--- src/rtl/wlg_pkg.sv ---
package wlg_pkg;
  localparam int AW = 13;
  localparam int DW = 8;

  localparam logic [AW-1:0] KEY_ADR_HI = 13'h1555;
  localparam logic [AW-1:0] KEY_ADR_LO = 13'h0AAA;
  localparam logic [DW-1:0] KEY_B_LEAD = 8'hAA;
  localparam logic [DW-1:0] KEY_B_MID  = 8'h55;
  localparam logic [DW-1:0] KEY_B_SET  = 8'hA0;
  localparam logic [DW-1:0] KEY_B_OFF1 = 8'h80;
  localparam logic [DW-1:0] KEY_B_OFF2 = 8'h20;

  typedef enum logic [2:0] {
    KS_IDLE, KS_A1, KS_A2, KS_B3, KS_B4, KS_B5
  } kstep_e;

  typedef struct packed {
    logic   hit;
    logic   en_fin;
    logic   dis_fin;
    kstep_e nxt;
  } kres_t;

  function automatic logic is_wr(logic [AW-1:0] a, logic [DW-1:0] d,
                                 logic [AW-1:0] ka, logic [DW-1:0] kd);
    return (a == ka) && (d == kd);
  endfunction

  // Next-step decision for one write against the current key position.
  function automatic kres_t key_eval(kstep_e st, logic [AW-1:0] a, logic [DW-1:0] d);
    kres_t r;
    r = '{hit: 1'b0, en_fin: 1'b0, dis_fin: 1'b0, nxt: KS_IDLE};
    unique case (st)
      KS_IDLE: if (is_wr(a, d, KEY_ADR_HI, KEY_B_LEAD)) begin r.hit = 1'b1; r.nxt = KS_A1; end
      KS_A1:   if (is_wr(a, d, KEY_ADR_LO, KEY_B_MID))  begin r.hit = 1'b1; r.nxt = KS_A2; end
      KS_A2: begin
        if (is_wr(a, d, KEY_ADR_HI, KEY_B_SET)) begin
          r.hit = 1'b1; r.en_fin = 1'b1; r.nxt = KS_IDLE;
        end else if (is_wr(a, d, KEY_ADR_HI, KEY_B_OFF1)) begin
          r.hit = 1'b1; r.nxt = KS_B3;
        end
      end
      KS_B3:   if (is_wr(a, d, KEY_ADR_HI, KEY_B_LEAD)) begin r.hit = 1'b1; r.nxt = KS_B4; end
      KS_B4:   if (is_wr(a, d, KEY_ADR_LO, KEY_B_MID))  begin r.hit = 1'b1; r.nxt = KS_B5; end
      KS_B5: if (is_wr(a, d, KEY_ADR_HI, KEY_B_OFF2)) begin
        r.hit = 1'b1; r.dis_fin = 1'b1; r.nxt = KS_IDLE;
      end
      default: r.nxt = KS_IDLE;
    endcase
    // A broken sequence may itself be the opening write of a new key.
    if (!r.hit && is_wr(a, d, KEY_ADR_HI, KEY_B_LEAD)) begin
      r.hit = 1'b1;
      r.nxt = KS_A1;
    end
    return r;
  endfunction
endpackage

--- src/rtl/wlg_gap_timer.sv ---
module wlg_gap_timer #(
  parameter int GAP_CYC = 8
) (
  input  logic clk,
  input  logic rst_n,
  input  logic armed,
  input  logic wr,
  output logic expire
);
  localparam int TW = $clog2(GAP_CYC + 1);
  logic [TW-1:0] cnt_q;

  // idle cycles counted only while a key or page window is pending
  assign expire = armed && !wr && (cnt_q == TW'(GAP_CYC - 1));

  always_ff @(posedge clk or negedge rst_n) begin
    if (!rst_n)                   cnt_q <= '0;
    else if (wr || !armed || expire) cnt_q <= '0;
    else                          cnt_q <= cnt_q + 1'b1;
  end
endmodule

--- src/rtl/wlg_seq_match.sv ---
module wlg_seq_match
  import wlg_pkg::*;
(
  input  logic          clk,
  input  logic          rst_n,
  input  logic          wr,
  input  logic          bypass,
  input  logic [AW-1:0] addr,
  input  logic [DW-1:0] data,
  input  logic          expire,
  output logic          consume,
  output logic          en_done,
  output logic          dis_done,
  output logic          busy
);
  kstep_e step_q;
  kres_t  res;
  logic   look;

  assign look     = wr && !bypass && rst_n;
  assign res      = key_eval(step_q, addr, data);
  assign consume  = look && res.hit;
  assign en_done  = look && res.en_fin;
  assign dis_done = look && res.dis_fin;
  assign busy     = (step_q != KS_IDLE);

  always_ff @(posedge clk or negedge rst_n) begin
    if (!rst_n)      step_q <= KS_IDLE;
    else if (expire) step_q <= KS_IDLE;
    else if (look)   step_q <= res.nxt;   // on a miss
  end
endmodule

--- src/rtl/wlg_page_window.sv ---
module wlg_page_window #(
  parameter int PAGE_BYTES = 64
) (
  input  logic clk,
  input  logic rst_n,
  input  logic open_req,
  input  logic wr,
  input  logic expire,
  output logic win_open
);
  localparam int CW = (PAGE_BYTES > 1) ? $clog2(PAGE_BYTES) : 1;
  logic [CW-1:0] cnt_q;

  always_ff @(posedge clk or negedge rst_n) begin
    if (!rst_n) begin
      win_open <= 1'b0;
      cnt_q    <= '0;
    end else if (open_req) begin
      win_open <= 1'b1;
      cnt_q    <= '0;
    end else if (win_open && wr) begin
      // close after the last permitted page byte
      if (cnt_q == CW'(PAGE_BYTES - 1)) win_open <= 1'b0;
      cnt_q <= cnt_q + 1'b1;
    end else if (expire) begin
      win_open <= 1'b0;
    end
  end
endmodule

--- src/rtl/wlg_gate.sv ---
module wlg_gate
  import wlg_pkg::*;
#(
  parameter int PAGE_BYTES = 64,
  parameter int GAP_CYC    = 8
) (
  input  logic          clk,
  input  logic          rst_n,
  input  logic          wr_valid,
  input  logic [AW-1:0] wr_addr,
  input  logic [DW-1:0] wr_data,
  output logic          pass_vld,
  output logic [AW-1:0] pass_addr,
  output logic [DW-1:0] pass_data,
  output logic          prot_o,
  output logic          key_eat,
  output logic          prot_chg
);
  logic key_hit, en_done, dis_done, seq_busy, win_open, timeout, pass_now;
  // flag models a nonvolatile latch: power-up clear, untouched by rst_n
  logic prot_q = 1'b0;

  wlg_gap_timer #(.GAP_CYC(GAP_CYC)) u_gap (
    .clk(clk), .rst_n(rst_n), .armed(seq_busy || win_open),
    .wr(wr_valid), .expire(timeout)
  );

  wlg_seq_match u_seq (
    .clk(clk), .rst_n(rst_n), .wr(wr_valid), .bypass(win_open),
    .addr(wr_addr), .data(wr_data), .expire(timeout),
    .consume(key_hit), .en_done(en_done), .dis_done(dis_done), .busy(seq_busy)
  );

  wlg_page_window #(.PAGE_BYTES(PAGE_BYTES)) u_win (
    .clk(clk), .rst_n(rst_n), .open_req(en_done), .wr(wr_valid),
    .expire(timeout), .win_open(win_open)
  );

  // forward page data, or plain data while unprotected
  assign pass_now = wr_valid && rst_n && (win_open || (!key_hit && !prot_q));

  always_ff @(posedge clk) begin
    if (en_done)       prot_q <= 1'b1;
    else if (dis_done) prot_q <= 1'b0;
  end

  always_ff @(posedge clk or negedge rst_n) begin
    if (!rst_n) begin
      pass_vld  <= 1'b0;
      pass_addr <= '0;
      pass_data <= '0;
      key_eat   <= 1'b0;
      prot_chg  <= 1'b0;
    end else begin
      pass_vld <= pass_now;
      if (pass_now) begin
        pass_addr <= wr_addr;
        pass_data <= wr_data;
      end
      key_eat  <= key_hit;
      // pulse only on an actual change
      prot_chg <= (en_done && !prot_q) || (dis_done && prot_q);
    end
  end

  assign prot_o = prot_q;
endmodule

--- config.mk ---
export PLATFORM = sky130hd
export DESIGN_NAME = wlg_gate
export DESIGN_NICKNAME = d
export VERILOG_FILES = /design/src/rtl/wlg_pkg.sv /design/src/rtl/wlg_gap_timer.sv /design/src/rtl/wlg_seq_match.sv /design/src/rtl/wlg_page_window.sv /design/src/rtl/wlg_gate.sv
export SDC_FILE = /design/constraint.sdc
export NUM_CORES = 1
export LEC_CHECK = 0
export BUFFER_PORTS_ARGS = -buffer_cell sky130_fd_sc_hd__buf_2
export CORE_MARGIN = 2
export CORE_UTILIZATION = 25
export DETAILED_ROUTE_END_ITERATION = 10
export SLEW_MARGIN = 20
export SYNTH_ARGS = -nofsm -noshare
export SYNTH_HDL_FRONTEND = slang
export SYNTH_SLANG_ARGS = --single-unit
--- constraint.sdc ---
create_clock -name clk -period 2.3 [get_ports clk]
set_input_delay 0.46 -clock clk [delete_from_list [all_inputs] [get_ports clk]]
set_output_delay 0.46 -clock clk [all_outputs]
set_load 0.05 [all_outputs]
### Word level (Yosys, flattened, before mapping)

Index checks and enable logic that the tools add are counted.

| cells by class | value |
|---|---|
| eq/ne operators | 15 |
| add/sub/neg operators | 2 |
| reduce and logical (&&, ||, !) cells | 38 |
| mux-type cells | 28 |

Operators by type and width:

| cell | count |
|---|---|
| == test 8 bit, second input constant | 3 |
| logical AND 1 bit | 19 |
| 2-to-1 mux 3 bit | 6 |
| case mux 3 bit (6 select lines) | 1 |
| 2-to-1 mux 1 bit | 14 |
| == test 13 x 12 -> 1 bit, second input constant | 1 |
| == test 13 bit, second input constant | 1 |
| 2-to-1 mux 6 bit | 2 |
| == test 8 x 6 -> 1 bit, second input constant | 1 |
| == test 8 x 7 -> 1 bit, second input constant | 1 |
| 2-to-1 mux 4 bit | 2 |
| adder 6 x 1 -> 6 bit, second input constant | 1 |
| == test 3 x 2 -> 1 bit, second input constant | 2 |
| == test 3 bit, second input constant | 2 |
| == test 6 bit, second input constant | 1 |
| logical NOT 1 bit | 6 |
| nonzero test 3 bit | 2 |
| logical OR 1 bit | 5 |
| adder 4 x 1 -> 4 bit, second input constant | 1 |
| == test 4 x 3 -> 1 bit, second input constant | 1 |
| 2-to-1 mux 2 bit | 2 |
| case mux 1 bit (4 select lines) | 1 |
| nonzero test 2 bit | 2 |
| OR reduction 2 bit | 2 |
| other kinds (4) | 4 |

| storage, ports and cells | value |
|---|---|
| word-level logic and storage cells | 93 |
| flip-flop bits (word level) | 39 |

### Longest topological paths before layout

| depth | value |
|---|---|
| depth in word-level cells | 13 |
| depth in mapped cells | 7 |
| mapped depth without buffers | 5 |

### Modules after synthesis

Synthesis repeated with hierarchy kept, for this count alone.

| second synthesis, totals | value |
|---|---|
| cell total of the unflattened synthesis | 152 |
| area total of the unflattened synthesis | 1878.1 µm² |

Modules (own cells, without submodules):

| module | area an instance (µm²) | cells an instance | instances |
|---|---|---|---|
| wlg_gate | 948.4 | 55 | 1 |
| wlg_seq_match | 402.9 | 46 | 1 |
| wlg_page_window | 326.6 | 34 | 1 |
| wlg_gap_timer | 200.2 | 17 | 1 |

### Worst setup path after synthesis

OpenSTA, ideal clock, no wires.

| timing path | value |
|---|---|
| path type | input to register |
| start point | in wr_addr[8] |
| end point | reg pass_addr[0] |
| slack | 0.387 ns |
| stages | 6 |
| setup time | 0.125 ns |
| required time | 2.175 ns |
| arrival | 1.788 ns |
| path through | and4b_1 > nand4_4 > nor2_2 > a221oi_2 > buf_6 > mux2_4 |

| on the way | value |
|---|---|
| cells in the longest elaborated chain, start to end | 13 |
| elaborated cells on any way between the ends | 21 |

RTL lines:

| what | RTL line | text |
|---|---|---|
| start, declared | wlg_gate.sv:10 | `input logic [AW-1:0] wr_addr,` |
| == test 13 bit | wlg_pkg.sv:26 | `return (a == ka) && (d == kd);` |
| logical AND 1 bit | wlg_pkg.sv:26 |  |
| 2-to-1 mux 1 bit | wlg_pkg.sv:39 | `end else if (is_wr(a, d, KEY_ADR_HI, KEY_B_OFF1)) begin` |
| 2-to-1 mux 1 bit | wlg_pkg.sv:37 | `if (is_wr(a, d, KEY_ADR_HI, KEY_B_SET)) begin` |
| case mux 1 bit (4 select lines) | wlg_pkg.sv:33 | `unique case (st)` |
| logical NOT 1 bit | wlg_pkg.sv:51 | `if (!r.hit && is_wr(a, d, KEY_ADR_HI, KEY_B_LEAD)) begin` |
| logical AND 1 bit | wlg_pkg.sv:51 |  |
| 2-to-1 mux 1 bit (*) | wlg_pkg.sv:51 |  |
| logical AND 1 bit (*) | wlg_seq_match.sv:22 | `assign consume = look && res.hit;` |
| logical NOT 1 bit (*) | wlg_gate.sv:40 | `assign pass_now = wr_valid && rst_n && (win_open \|\| (!key_hit && !prot_q));` |
| logical AND 1 bit (*) | wlg_gate.sv:40 |  |
| logical OR 1 bit (*) | wlg_gate.sv:40 |  |
| logical AND 1 bit (*) | wlg_gate.sv:40 |  |
| end signal, assigned | wlg_gate.sv:57 | `pass_addr <= wr_addr;` |
| end, declared | wlg_gate.sv:13 | `output logic [AW-1:0] pass_addr,` |

Every way passes the cells marked *; elsewhere a longest branch is shown, timed or not.
A chain may end at the register's enable or synchronous reset.

### Final worst setup path

| timing path | value |
|---|---|
| start point | reg u_seq.step_q[0] |
| end point | reg pass_data[6] |

| on the way | value |
|---|---|
| cells in the longest elaborated chain, start to end | 11 |
| elaborated cells on any way between the ends | 17 |

RTL lines:

| what | RTL line | text |
|---|---|---|
| start, declared | wlg_seq_match.sv:16 | `kstep_e step_q;` |
| start signal, assigned | wlg_seq_match.sv:30 | `else if (look) step_q <= res.nxt;` |
| == test 3 x 1 -> 1 bit, or another cell as far along | wlg_pkg.sv:33 |  |
| OR reduction 2 bit (no source line) | - |  |
| case mux 1 bit (4 select lines) (*) | wlg_pkg.sv:33 |  |
| logical NOT 1 bit | wlg_pkg.sv:51 |  |
| logical AND 1 bit | wlg_pkg.sv:51 |  |
| 2-to-1 mux 1 bit (*) | wlg_pkg.sv:51 |  |
| logical AND 1 bit (*) | wlg_seq_match.sv:22 |  |
| logical NOT 1 bit (*) | wlg_gate.sv:40 |  |
| logical AND 1 bit (*) | wlg_gate.sv:40 |  |
| logical OR 1 bit (*) | wlg_gate.sv:40 |  |
| logical AND 1 bit (*) | wlg_gate.sv:40 |  |
| end signal, assigned | wlg_gate.sv:58 | `pass_data <= wr_data;` |
| end, declared | wlg_gate.sv:14 | `output logic [DW-1:0] pass_data,` |

Marks and branches as above.

==> metrics.cfg <==
[route]
wl_per_cell_um=14.22
ant_nets=0
drt-total-wl_um=4606
via_per_inst=4.540
first_pass_iters=4
first_iter_violations=46
remaining_drc_errors=0
vias=1471

[worst_setup_path]
cp.arrival_ps=2060
worst-setup-path-type=reg2reg
worst-r2r-setup-slack_ps=420
critPathRequiredTime_ps=2480
worstPathCellList=nor2_2 -> nand4_1 -> nand3_2 -> a221oi_4 -> buf_12 -> mux2_2
regToRegStartpoint=u_seq.step_q[0]$_DFFE_PN0P_
r2r-end=pass_data[6]$_DFFE_PN0P_
reg2reg_depth=6
end_kind=register
crit_family=flip-flops
path_buf_inv=1
worst_setup_path_start_kind=register
crit_path_max_fanout=10
critPathSlowestCell=dfrtp_1
max_stage_delay_ps=510

[power]
max-vdd-ir-drop_v=0.0002388
total_power_mw=1.641
power.share.combinational=0.267
p_sw_frac=0.3316
power_density_nw_per_um2=660.5
switchingPower_mw=0.5442
power.internal_mw=1.097
p_leak_nw=1.158
seq_power_share=0.470
clockPowerShare=0.263

[timing]
finalHoldViolations=0
clock_skew_ps=7.829
finalCritPeriodShare=0.8183
layout_min_cycle_time_ps=1882
drv_slew=0
worstMarginPinSlew_ps=400.2
max_freq_ghz=0.5313
timing.setup.tns_ps=0
rsz0062_at_grt=no
max_slew_margin=0.7322
setup_violations=0

[placed_design]
io_buffer_count=48
dpl_cell_area_um2=2405
place_inst=316
gp_congestion=0.8762
dp.final_hpwl_um=3635

[global_route]
grt_overflow=0
grt_util_all_layers=0.1132
grt_pass1_wl_um=7624
grt_pass1_vias=1551
antenna_found_initial=0
grt_start_max_net_pins=27

[worst_hold_path]
hold_path.class=in2async

[logic_synthesis]
syn_inst=163
syn-cell-area_um2=1986
yosysWarnings=0
yosys-top-cells-area=dfrtp_1 48%, mux2_4 13%, nor2_1 2.8%, nand2_1 2.1%, nor4bb_1 2.0%
synth_edf_count=0
yosysUniqueCellTypes=48
async_flop_share=0.9744
synth_top_cell_by_area=dfrtp_1
synth_nets=189
synth_sequential_area_ratio=0.4890
synth.top_cell.area_share=0.4789
synth_seq_cells=39
synthFlopType=dfrtp_1
synth_area_per_cell_um2=12.18

[clock_tree]
cts-htree-levels=2
post_cts_buffers=0
clk_latency_ps=290
cts-root-buf=clkbuf_8
cts_tree=yes
numCtsBuffers=5
hold_buffers=0
clock_sinks=39
cts.path.max_buffers=2
cts_resized=0
path_clk_slew_ps=70

[status]
outcome=finished clean

[floorplan]
row_count=32
start_util=0.2570
die_area_um2=8671
ios=49
core_um2=7727
die_x_um=93.12
die_h_um=93.12

[final_layout]
nFillCells=817
areaGrowthSynthToFinish_pct=25.14
nets=247
layout-drive-gt1-share=0.4234
final-instance-count-excl-fill=324
stdcell_area_um2=2485
n_antenna_cell=0

[flow_run]
drv_cap=0

==> logic make-up (layout without fill, tap and decap cells) <==
| logic type | count (synthesis) | count (layout) | share of synthesized area |
|---|---|---|---|
| muxes | 20 | 20 | 0.1449 |
| AOI/OAI and AO/OA | 21 | 21 | 0.08003 |
| adders and majority gates | 2 | 2 | 0.01260 |
| buffers and inverters | 10 | 69 | 0.03024 |
| xor gates and xnor gates | 7 | 7 | 0.03088 |
| and+or+nand+nor | 64 | 64 | 0.2124 |
| DFF | 39 | 39 | 0.4890 |
==> worst max-delay path by stage <==
stage                                start                         to  slack, ps  cells after the start
6_report       u_seq.step_q[0]$_DFFE_PN0P_   pass_data[6]$_DFFE_PN0P_        420                      6
5_1_grt         u_win.win_open$_DFFE_PN0P_   pass_data[6]$_DFFE_PN0P_        310                      6
4_1_cts         u_win.win_open$_DFFE_PN0P_   pass_data[6]$_DFFE_PN0P_        420                      6
3_5_place_dp                    wr_data[1]   pass_addr[0]$_DFFE_PN0P_        150                      7
3_3_place_gp                    wr_data[1]  pass_addr[12]$_DFFE_PN0P_        170                      7
2_1_floorplan                   wr_addr[8]   pass_addr[0]$_DFFE_PN0P_        390                      6
==> cells in the mapped netlist (all sizes together) (2+ instances only) <==
master  number
a21o         4
nand4        7
or2          2
xnor2        3
xor2         4
o21ai        4
and4bb       2
inv          6
nand2       11
nor3         2
nor4         3
nor2        17
dfrtp       38
nand3        4
buf          3
a21oi        3
nor4bb       4
ha           2
o32ai        2
nor3b        3
and4b        2
mux2        19
a22o         3
==> worst register-to-register path: stages, from the launching register on <==
cell and delay (ps):
dfrtp_1 510, nor2_2 90, nand4_1 140, nand3_2 120, a221oi_4 390, buf_12 180
mux2_2 340
==> per-stage QoR <==
step	utilization	hold slack, ps	setup WS [ps]
6_report	0.3216	143.4	417.8
5_1_grt	0.3216	155.7	307.4
4_1_cts	0.3216	146.4	416.8
3_5_place_dp	0.3112	456.2	146.0
3_3_place_gp	0.3112	456.2	169.8
2_1_floorplan	-	164.4	387.3
==> state kept, by name, indices dropped and copies added (netlist names) <==
signal          cells
prot_chg            1
pass_data           8
u_win.win_open      1
prot_o              1
key_eat             1
u_gap.cnt_q         4
u_seq.step_q        3
pass_vld            1
u_win.cnt_q         6
pass_addr          13
==> metal layers <==
metal | routed length (µm) | part of all wire | global-route usage
met5 | 0 | 0 | 0
met1 | 2233 | 0.48 | 0.1505
met3 | 174 | 0.038 | 0.02337
met2 | 2070 | 0.45 | 0.1769
met4 | 127 | 0.028 | 0.05270
==> power groups by stage <==
stage | combinational [mW] | clock (mW) | sequential (mW)
2_1_floorplan | 0.108 | 0 | 0.977
3_3_place_gp | 0.437 | 0 | 0.787
3_5_place_dp | 0.441 | 0 | 0.785
4_1_cts | 0.442 | 0.453 | 0.774
5_1_grt | 0.460 | 0.476 | 0.779
6_report | 0.437 | 0.432 | 0.772
==> placed cells by master, fill, tap and decap left out, types with 5 or more instances in the layout <==
cell type / instances
buf_2: 48
buf_4: 5
clkbuf_8: 5
dfrtp_1: 38
inv_1: 6
mux2_4: 17
nand2_1: 11
nand4_1: 6
nor2_1: 15
==> cell type report <==
cell class	count	area [µm²]	area share
Sequential cell	39	970.9	0.3907
Multi-Input combinational cell	114	965.9	0.3887
Clock buffer	8	80.08	0.03223
Tap cell	102	127.6	0.05136
Inverter	6	22.52	0.009063
Timing Repair Buffer	55	317.8	0.1279
Note: power is estimated with default switching activity, not from simulation.
